$ cat src/rtl/tap_pkg.sv
package tap_pkg;
  typedef enum logic [3:0] {
    ST_RESET, ST_IDLE,
    ST_SEL_DR, ST_CAP_DR, ST_SH_DR, ST_EX1_DR, ST_PAU_DR, ST_EX2_DR, ST_UPD_DR,
    ST_SEL_IR, ST_CAP_IR, ST_SH_IR, ST_EX1_IR, ST_PAU_IR, ST_EX2_IR, ST_UPD_IR
  } tap_state_t;
endpackage

$ cat src/rtl/tap_fsm.sv
module tap_fsm
  import tap_pkg::*;
(
  input  logic       tck,
  input  logic       rst,
  input  logic       tms,
  output tap_state_t state_q,
  output tap_state_t state_d
);
  always_comb begin
    case (state_q)
      ST_RESET:  state_d = tms ? ST_RESET  : ST_IDLE;
      ST_IDLE:   state_d = tms ? ST_SEL_DR : ST_IDLE;
      ST_SEL_DR: state_d = tms ? ST_SEL_IR : ST_CAP_DR;
      ST_CAP_DR: state_d = tms ? ST_EX1_DR : ST_SH_DR;
      ST_SH_DR:  state_d = tms ? ST_EX1_DR : ST_SH_DR;
      ST_EX1_DR: state_d = tms ? ST_UPD_DR : ST_PAU_DR;
      ST_PAU_DR: state_d = tms ? ST_EX2_DR : ST_PAU_DR;
      ST_EX2_DR: state_d = tms ? ST_UPD_DR : ST_SH_DR;
      ST_UPD_DR: state_d = tms ? ST_SEL_DR : ST_IDLE;
      ST_SEL_IR: state_d = tms ? ST_RESET  : ST_CAP_IR;
      ST_CAP_IR: state_d = tms ? ST_EX1_IR : ST_SH_IR;
      ST_SH_IR:  state_d = tms ? ST_EX1_IR : ST_SH_IR;
      ST_EX1_IR: state_d = tms ? ST_UPD_IR : ST_PAU_IR;
      ST_PAU_IR: state_d = tms ? ST_EX2_IR : ST_PAU_IR;
      ST_EX2_IR: state_d = tms ? ST_UPD_IR : ST_SH_IR;
      ST_UPD_IR: state_d = tms ? ST_SEL_DR : ST_IDLE;
      default:   state_d = ST_RESET;
    endcase
  end

  always_ff @(posedge tck) begin
    if (rst) state_q <= ST_RESET;
    else     state_q <= state_d;
  end
endmodule

$ cat src/rtl/tap_ir.sv
module tap_ir
  import tap_pkg::*;
#(
  parameter int              IR_W     = 4,
  parameter logic [IR_W-1:0] RESET_OP = 1
)(
  input  logic            tck,
  input  logic            rst,
  input  tap_state_t      state_q,
  input  tap_state_t      state_d,
  input  logic            tdi,
  output logic [IR_W-1:0] ir_q,
  output logic            sr_lsb
);
  localparam logic [IR_W-1:0] CAPTURE_PAT = {{(IR_W-2){1'b0}}, 2'b01};

  logic [IR_W-1:0] sr_q;

  always_ff @(posedge tck) begin
    if (rst || state_d == ST_RESET) begin
      ir_q <= RESET_OP;
      sr_q <= CAPTURE_PAT;
    end else begin
      case (state_q)
        ST_CAP_IR: sr_q <= CAPTURE_PAT;
        ST_SH_IR:  sr_q <= {tdi, sr_q[IR_W-1:1]};
        ST_UPD_IR: ir_q <= sr_q;
        default:   ;
      endcase
    end
  end

  assign sr_lsb = sr_q[0];
endmodule

$ cat src/rtl/tap_dregs.sv
module tap_dregs
  import tap_pkg::*;
#(
  parameter bit              HAS_ID   = 1'b1,
  parameter int              ID_W     = 32,
  parameter logic [ID_W-1:0] ID_VALUE = 32'h1A5C_3E01
)(
  input  logic       tck,
  input  tap_state_t state_q,
  input  logic       tdi,
  input  logic       sel_id,
  input  logic       sel_byp,
  output logic       id_lsb,
  output logic       byp_q
);
  always_ff @(posedge tck) begin
    if (sel_byp) begin
      if (state_q == ST_CAP_DR)     byp_q <= 1'b0;
      else if (state_q == ST_SH_DR) byp_q <= tdi;
    end
  end

  generate
    if (HAS_ID) begin : g_id
      logic [ID_W-1:0] id_sr;
      always_ff @(posedge tck) begin
        if (sel_id) begin
          if (state_q == ST_CAP_DR)     id_sr <= ID_VALUE;
          else if (state_q == ST_SH_DR) id_sr <= {tdi, id_sr[ID_W-1:1]};
        end
      end
      assign id_lsb = id_sr[0];
    end else begin : g_no_id
      assign id_lsb = 1'b0;
    end
  endgenerate
endmodule

$ cat src/rtl/tap_ctrl.sv
module tap_ctrl
  import tap_pkg::*;
#(
  parameter int              IR_W      = 4,
  parameter bit              HAS_ID    = 1'b1,
  parameter int              ID_W      = 32,
  parameter logic [ID_W-1:0] ID_VALUE  = 32'h1A5C_3E01,
  parameter logic [IR_W-1:0] OP_EXTEST = 0,
  parameter logic [IR_W-1:0] OP_IDCODE = 1,
  parameter logic [IR_W-1:0] OP_SAMPLE = 2
)(
  input  logic tck,
  input  logic test_rst,
  input  logic tms,
  input  logic tdi,
  output logic tdo,
  output logic tdo_oe,
  input  logic chain_tdo,
  output logic chain_capture,
  output logic chain_shift,
  output logic chain_update,
  output logic mode_extest,
  output logic mode_sample
);
  localparam logic [IR_W-1:0] OP_BYPASS = {IR_W{1'b1}};
  localparam logic [IR_W-1:0] OP_RESET  = HAS_ID ? OP_IDCODE : OP_BYPASS;

  tap_state_t      state_q, state_d;
  logic [IR_W-1:0] ir_q;
  logic            ir_lsb, id_lsb, byp_q;
  logic            sel_id, sel_chain, sel_byp;

  tap_fsm u_fsm (
    .tck     (tck),
    .rst     (test_rst),
    .tms     (tms),
    .state_q (state_q),
    .state_d (state_d)
  );

  tap_ir #(.IR_W(IR_W), .RESET_OP(OP_RESET)) u_ir (
    .tck     (tck),
    .rst     (test_rst),
    .state_q (state_q),
    .state_d (state_d),
    .tdi     (tdi),
    .ir_q    (ir_q),
    .sr_lsb  (ir_lsb)
  );

  assign mode_extest = (ir_q == OP_EXTEST);
  assign mode_sample = (ir_q == OP_SAMPLE);
  assign sel_id      = HAS_ID && (ir_q == OP_IDCODE);
  assign sel_chain   = mode_extest || mode_sample;
  assign sel_byp     = !sel_id && !sel_chain;

  tap_dregs #(.HAS_ID(HAS_ID), .ID_W(ID_W), .ID_VALUE(ID_VALUE)) u_dr (
    .tck     (tck),
    .state_q (state_q),
    .tdi     (tdi),
    .sel_id  (sel_id),
    .sel_byp (sel_byp),
    .id_lsb  (id_lsb),
    .byp_q   (byp_q)
  );

  assign chain_capture = sel_chain && (state_q == ST_CAP_DR);
  assign chain_shift   = sel_chain && (state_q == ST_SH_DR);
  assign chain_update  = sel_chain && (state_q == ST_UPD_DR);

  always_comb begin
    tdo_oe = 1'b0;
    tdo    = 1'b0;
    if (state_q == ST_SH_IR) begin
      tdo_oe = 1'b1;
      tdo    = ir_lsb;
    end else if (state_q == ST_SH_DR) begin
      tdo_oe = 1'b1;
      if (sel_id)         tdo = id_lsb;
      else if (sel_chain) tdo = chain_tdo;
      else                tdo = byp_q;
    end
  end
endmodule

$ cat config.mk
export PLATFORM = sky130hd
export DESIGN_NAME = tap_ctrl
export DESIGN_NICKNAME = d
export VERILOG_FILES = /design/src/rtl/tap_pkg.sv /design/src/rtl/tap_fsm.sv /design/src/rtl/tap_ir.sv /design/src/rtl/tap_dregs.sv /design/src/rtl/tap_ctrl.sv
export SDC_FILE = /design/constraint.sdc
export NUM_CORES = 1
export LEC_CHECK = 0
export BUFFER_PORTS_ARGS = -buffer_cell sky130_fd_sc_hd__clkbuf_2
export CAP_MARGIN = 20
export CORE_UTILIZATION = 50
export DETAILED_ROUTE_END_ITERATION = 10
export PLACE_DENSITY_LB_ADDON = 0.08
export RECOVER_POWER = 100
export SYNTH_ARGS = -nofsm -noshare
export SYNTH_HDL_FRONTEND = slang
export SYNTH_SLANG_ARGS = --single-unit
export TNS_END_PERCENT = 1
$ cat constraint.sdc
create_clock -name tck -period 3.85 [get_ports tck]
set_input_delay 0.9625 -clock tck [delete_from_list [all_inputs] [get_ports tck]]
set_output_delay 0.9625 -clock tck [all_outputs]
set_load 0.005 [all_outputs]
==> metrics.cfg <==
[clocking]
worstSkewPairLatency_ps = 290
numCtsBuffers = 5
cts_buffer_depth = 2
root_buffer = clkbuf_8
post_cts_buffers = 0
htreeDepth = 2
cts_tree = yes
clkTransAtPathRegs_ps = 80
cts.sinks = 45
post_cts_resized = 0
ctsHoldBuffers = 0

[worst_setup_path]
path_cells = and4bb_4 > and2_0 > clkbuf_2
critPathMaxFanout = 34
cp_slowest_cell = dfxtp_1
endpoint_kind = primary output
worst_setup_path_start_kind = flip-flop
reg2reg_depth = 4
r2r_slack_ps = 1270
crit_family = simple AND/OR/NAND/NOR gates
cp.buffers_inverters = 1
crit_required_ps = 2890
critPathMaxStageDelay_ps = 740
crit_arrival_ps = 1880
timing.rr.start = u_fsm.state_q[0]
worstSetupPathType = flip-flop to primary output
r2r_end = u_dr.g_id.id_sr[16]

[timing]
worst_slew_pin_slew_ps = 870.4
finalCritPeriodShare_pct = 73.89
hold_viol_final = 0
fin_crit_ps = 2845
hold_slack_ps = 478.5
finalSetupTns_ps = 0
fin_skew_ps = 3.006
max_freq_mhz = 351.5
slew_violations = 0
setup_viol = 0
rsz0062_at_grt = false
relSlewSlack_pct = 41.48

[yosys]
synth_top_flop_cell = edfxtp_1
syn_area_um2 = 2056
ys_ff_latch = 45
synth_cell_type_count = 43
syn-num-nets = 179
ys_warn_count = 0
synth_edf_count = 33
yosysSeqAreaShare_pct = 59.89
syn_area_per_cell_um2 = 11.81
synthArstFlopShare_pct = 0
syn_inst = 174

[routing]
first_iter_violations = 79
antenna_left = 0
wirelength_mm = 3.138
drt-wirelength-per-cell_um = 13.70
drc = 0
vias_per_cell = 5.520
dr.pass1.iters = 4
vias = 1264

[place]
dp_hpwl_mm = 1.994
dp_cells = 221
numPortBuffers = 11
place.gp.congestion = 0.8000

[run_status]
outcome = finished, final reports clean

[hold_path]
holdPathStages = 2
hp-start = u_ir.sr_q[3]
worstHoldPathType = flip-flop to flip-flop
holdPathEnd = u_ir.sr_q[3]

[floorplanning]
start_util_pct = 54.12
coreArea_um2 = 3799
dieHeight_um = 66.12
die_w_um = 66.12
io_pins = 12
dieArea_um2 = 4372
fp-row-count = 22

[job]
maxCapViolations = 0

[final_layout]
diodes = 0
final_nets = 185
fillers = 320
layout.cells.non_filler = 229
drive_above_1_share_pct = 18.23
syn2layout_area_growth_pct = 4.991

[grt]
antenna_found_initial = 0
grt_pass1_vias = 1131
grt_pass1_wl_mm = 5.375
gr-usage-all-layers_pct = 16.81
grt_overflow = 0
grt_max_degree = 35

[power_and_ir_drop]
p_per_area_nw_per_um2 = 402.3
combPwrFrac_pct = 5.6
power.leakage_nw = 0.7675
p_switching_w = 0.0001866
internal_power_w = 0.0006817
irDropWorstVdd_v = 0.0001996
power_frac_seq_pct = 63.3
clockPowerShare_pct = 31.1
swShare_pct = 21.49

placed cells by master, fill, tap and decap left out, drive strengths merged, types with 2 or more instances in the layout:
| cell | n |
|---|---|
| a31oi | 2 |
| edfxtp | 33 |
| clkbuf | 19 |
| nor4b | 3 |
| xor2 | 2 |
| a21oi | 6 |
| or3 | 3 |
| nor2 | 11 |
| mux2i | 3 |
| nor2b | 21 |
| nand2b | 2 |
| clkinv | 2 |
| nand3b | 3 |
| or2 | 13 |
| nor3b | 2 |
| and2 | 2 |
| o21ai | 2 |
| nor4 | 2 |
| nand3 | 5 |
| o21a | 2 |
| o211ai | 2 |
| nor3 | 5 |
| dfxtp | 12 |
| inv | 4 |
| nand2 | 7 |
power groups by stage:
stage | logic (W) | registers (W) | clock network (W)
2_1_floorplan | 0.0000581 | 0.000548 | 0
3_3_place_gp | 0.0000521 | 0.000560 | 0
3_5_place_dp | 0.0000538 | 0.000561 | 0
4_1_cts | 0.0000542 | 0.000550 | 0.000279
5_1_grt | 0.0000555 | 0.000552 | 0.000294
6_report | 0.0000490 | 0.000550 | 0.000270
registers in the layout, indices dropped and copies added, names as in the netlist:
register,count
u_fsm.state_q,4
u_ir.ir_q,4
u_dr.byp_q,1
u_dr.g_id.id_sr,32
u_ir.sr_q,4
stage by stage:
stage	util [%]	setup slack, ps	instance area [um^2]	power [W]
after CTS	57.61	989.9	2188	0.0008827
final	56.82	1005	2158	0.0008683
after floorplan	-	1183	2056	0.0006060
after global routing	56.82	836.8	2158	0.0009020
after global placement	55.43	1324	2106	0.0006119
after detailed placement	55.43	1274	2106	0.0006143
metal layers:
metal  vias up  track usage (%)  wire length (um)
met2        31            23.98              1388
met5         -                0                 0
met1       597            23.28              1535
met4         0            7.181                55
li1        630                -                 -
met3         6            5.517               159
worst register-to-register path, delay by kind of cell, from the launching register on:
kind                   cells  cell delay (ps)
AND/OR/NAND/NOR            3              820
flip-flops                 1              740
buffers and inverters      1              650
synth_stat cells (3+ instances only):
library cell	instances	area [um^2]
edfxtp_1	33	991.0
nor2b_1	20	125.1
or2_2	13	81.33
dfxtp_1	12	240.2
nor2_1	11	41.29
buf_2	7	35.03
nand2_1	7	26.28
a21oi_1	6	30.03
nand3_1	5	25.02
nor3_1	5	25.02
inv_1	4	15.01
mux2i_1	3	30.03
nand3b_1	3	22.52
or3_1	3	18.77
cells by family (layout without fill, tap and decap cells):
| logic type | count (synthesis) | count (layout) | share of synthesized area [%] |
|---|---|---|---|
| xor+xnor | 2 | 2 | 0.8523 |
| compound gates | 23 | 23 | 8.643 |
| buf+inv | 18 | 25 | 4.747 |
| flops | 45 | 45 | 59.89 |
| mux | 3 | 3 | 1.461 |
| simple gates | 83 | 83 | 24.41 |
how the worst max path moves through the flow:
stage                     startpoint            endpoint  slack, ps  cells after the start
global placement           chain_tdo                 tdo       1320                      5
finish              u_fsm.state_q[0]       chain_capture       1010                      3
CTS                 u_fsm.state_q[0]       chain_capture        990                      3
floorplan           u_fsm.state_q[1]  u_dr.g_id.id_sr[0]       1180                      4
global route        u_fsm.state_q[0]       chain_capture        840                      3
detailed placement         chain_tdo                 tdo       1270                      5
area by class of cell:
cell class	instances	area, um^2	area share (%)
Clock buffer	6	72.57	3.362
Clock inverter	2	10.01	0.4638
Inverter	4	15.01	0.6957
Multi-Input combinational cell	111	709.4	32.87
Sequential cell	45	1231	57.04
Tap cell	48	60.06	2.783
Timing Repair Buffer	13	60.06	2.783
No activity file was read; power rests on OpenSTA's default activity.
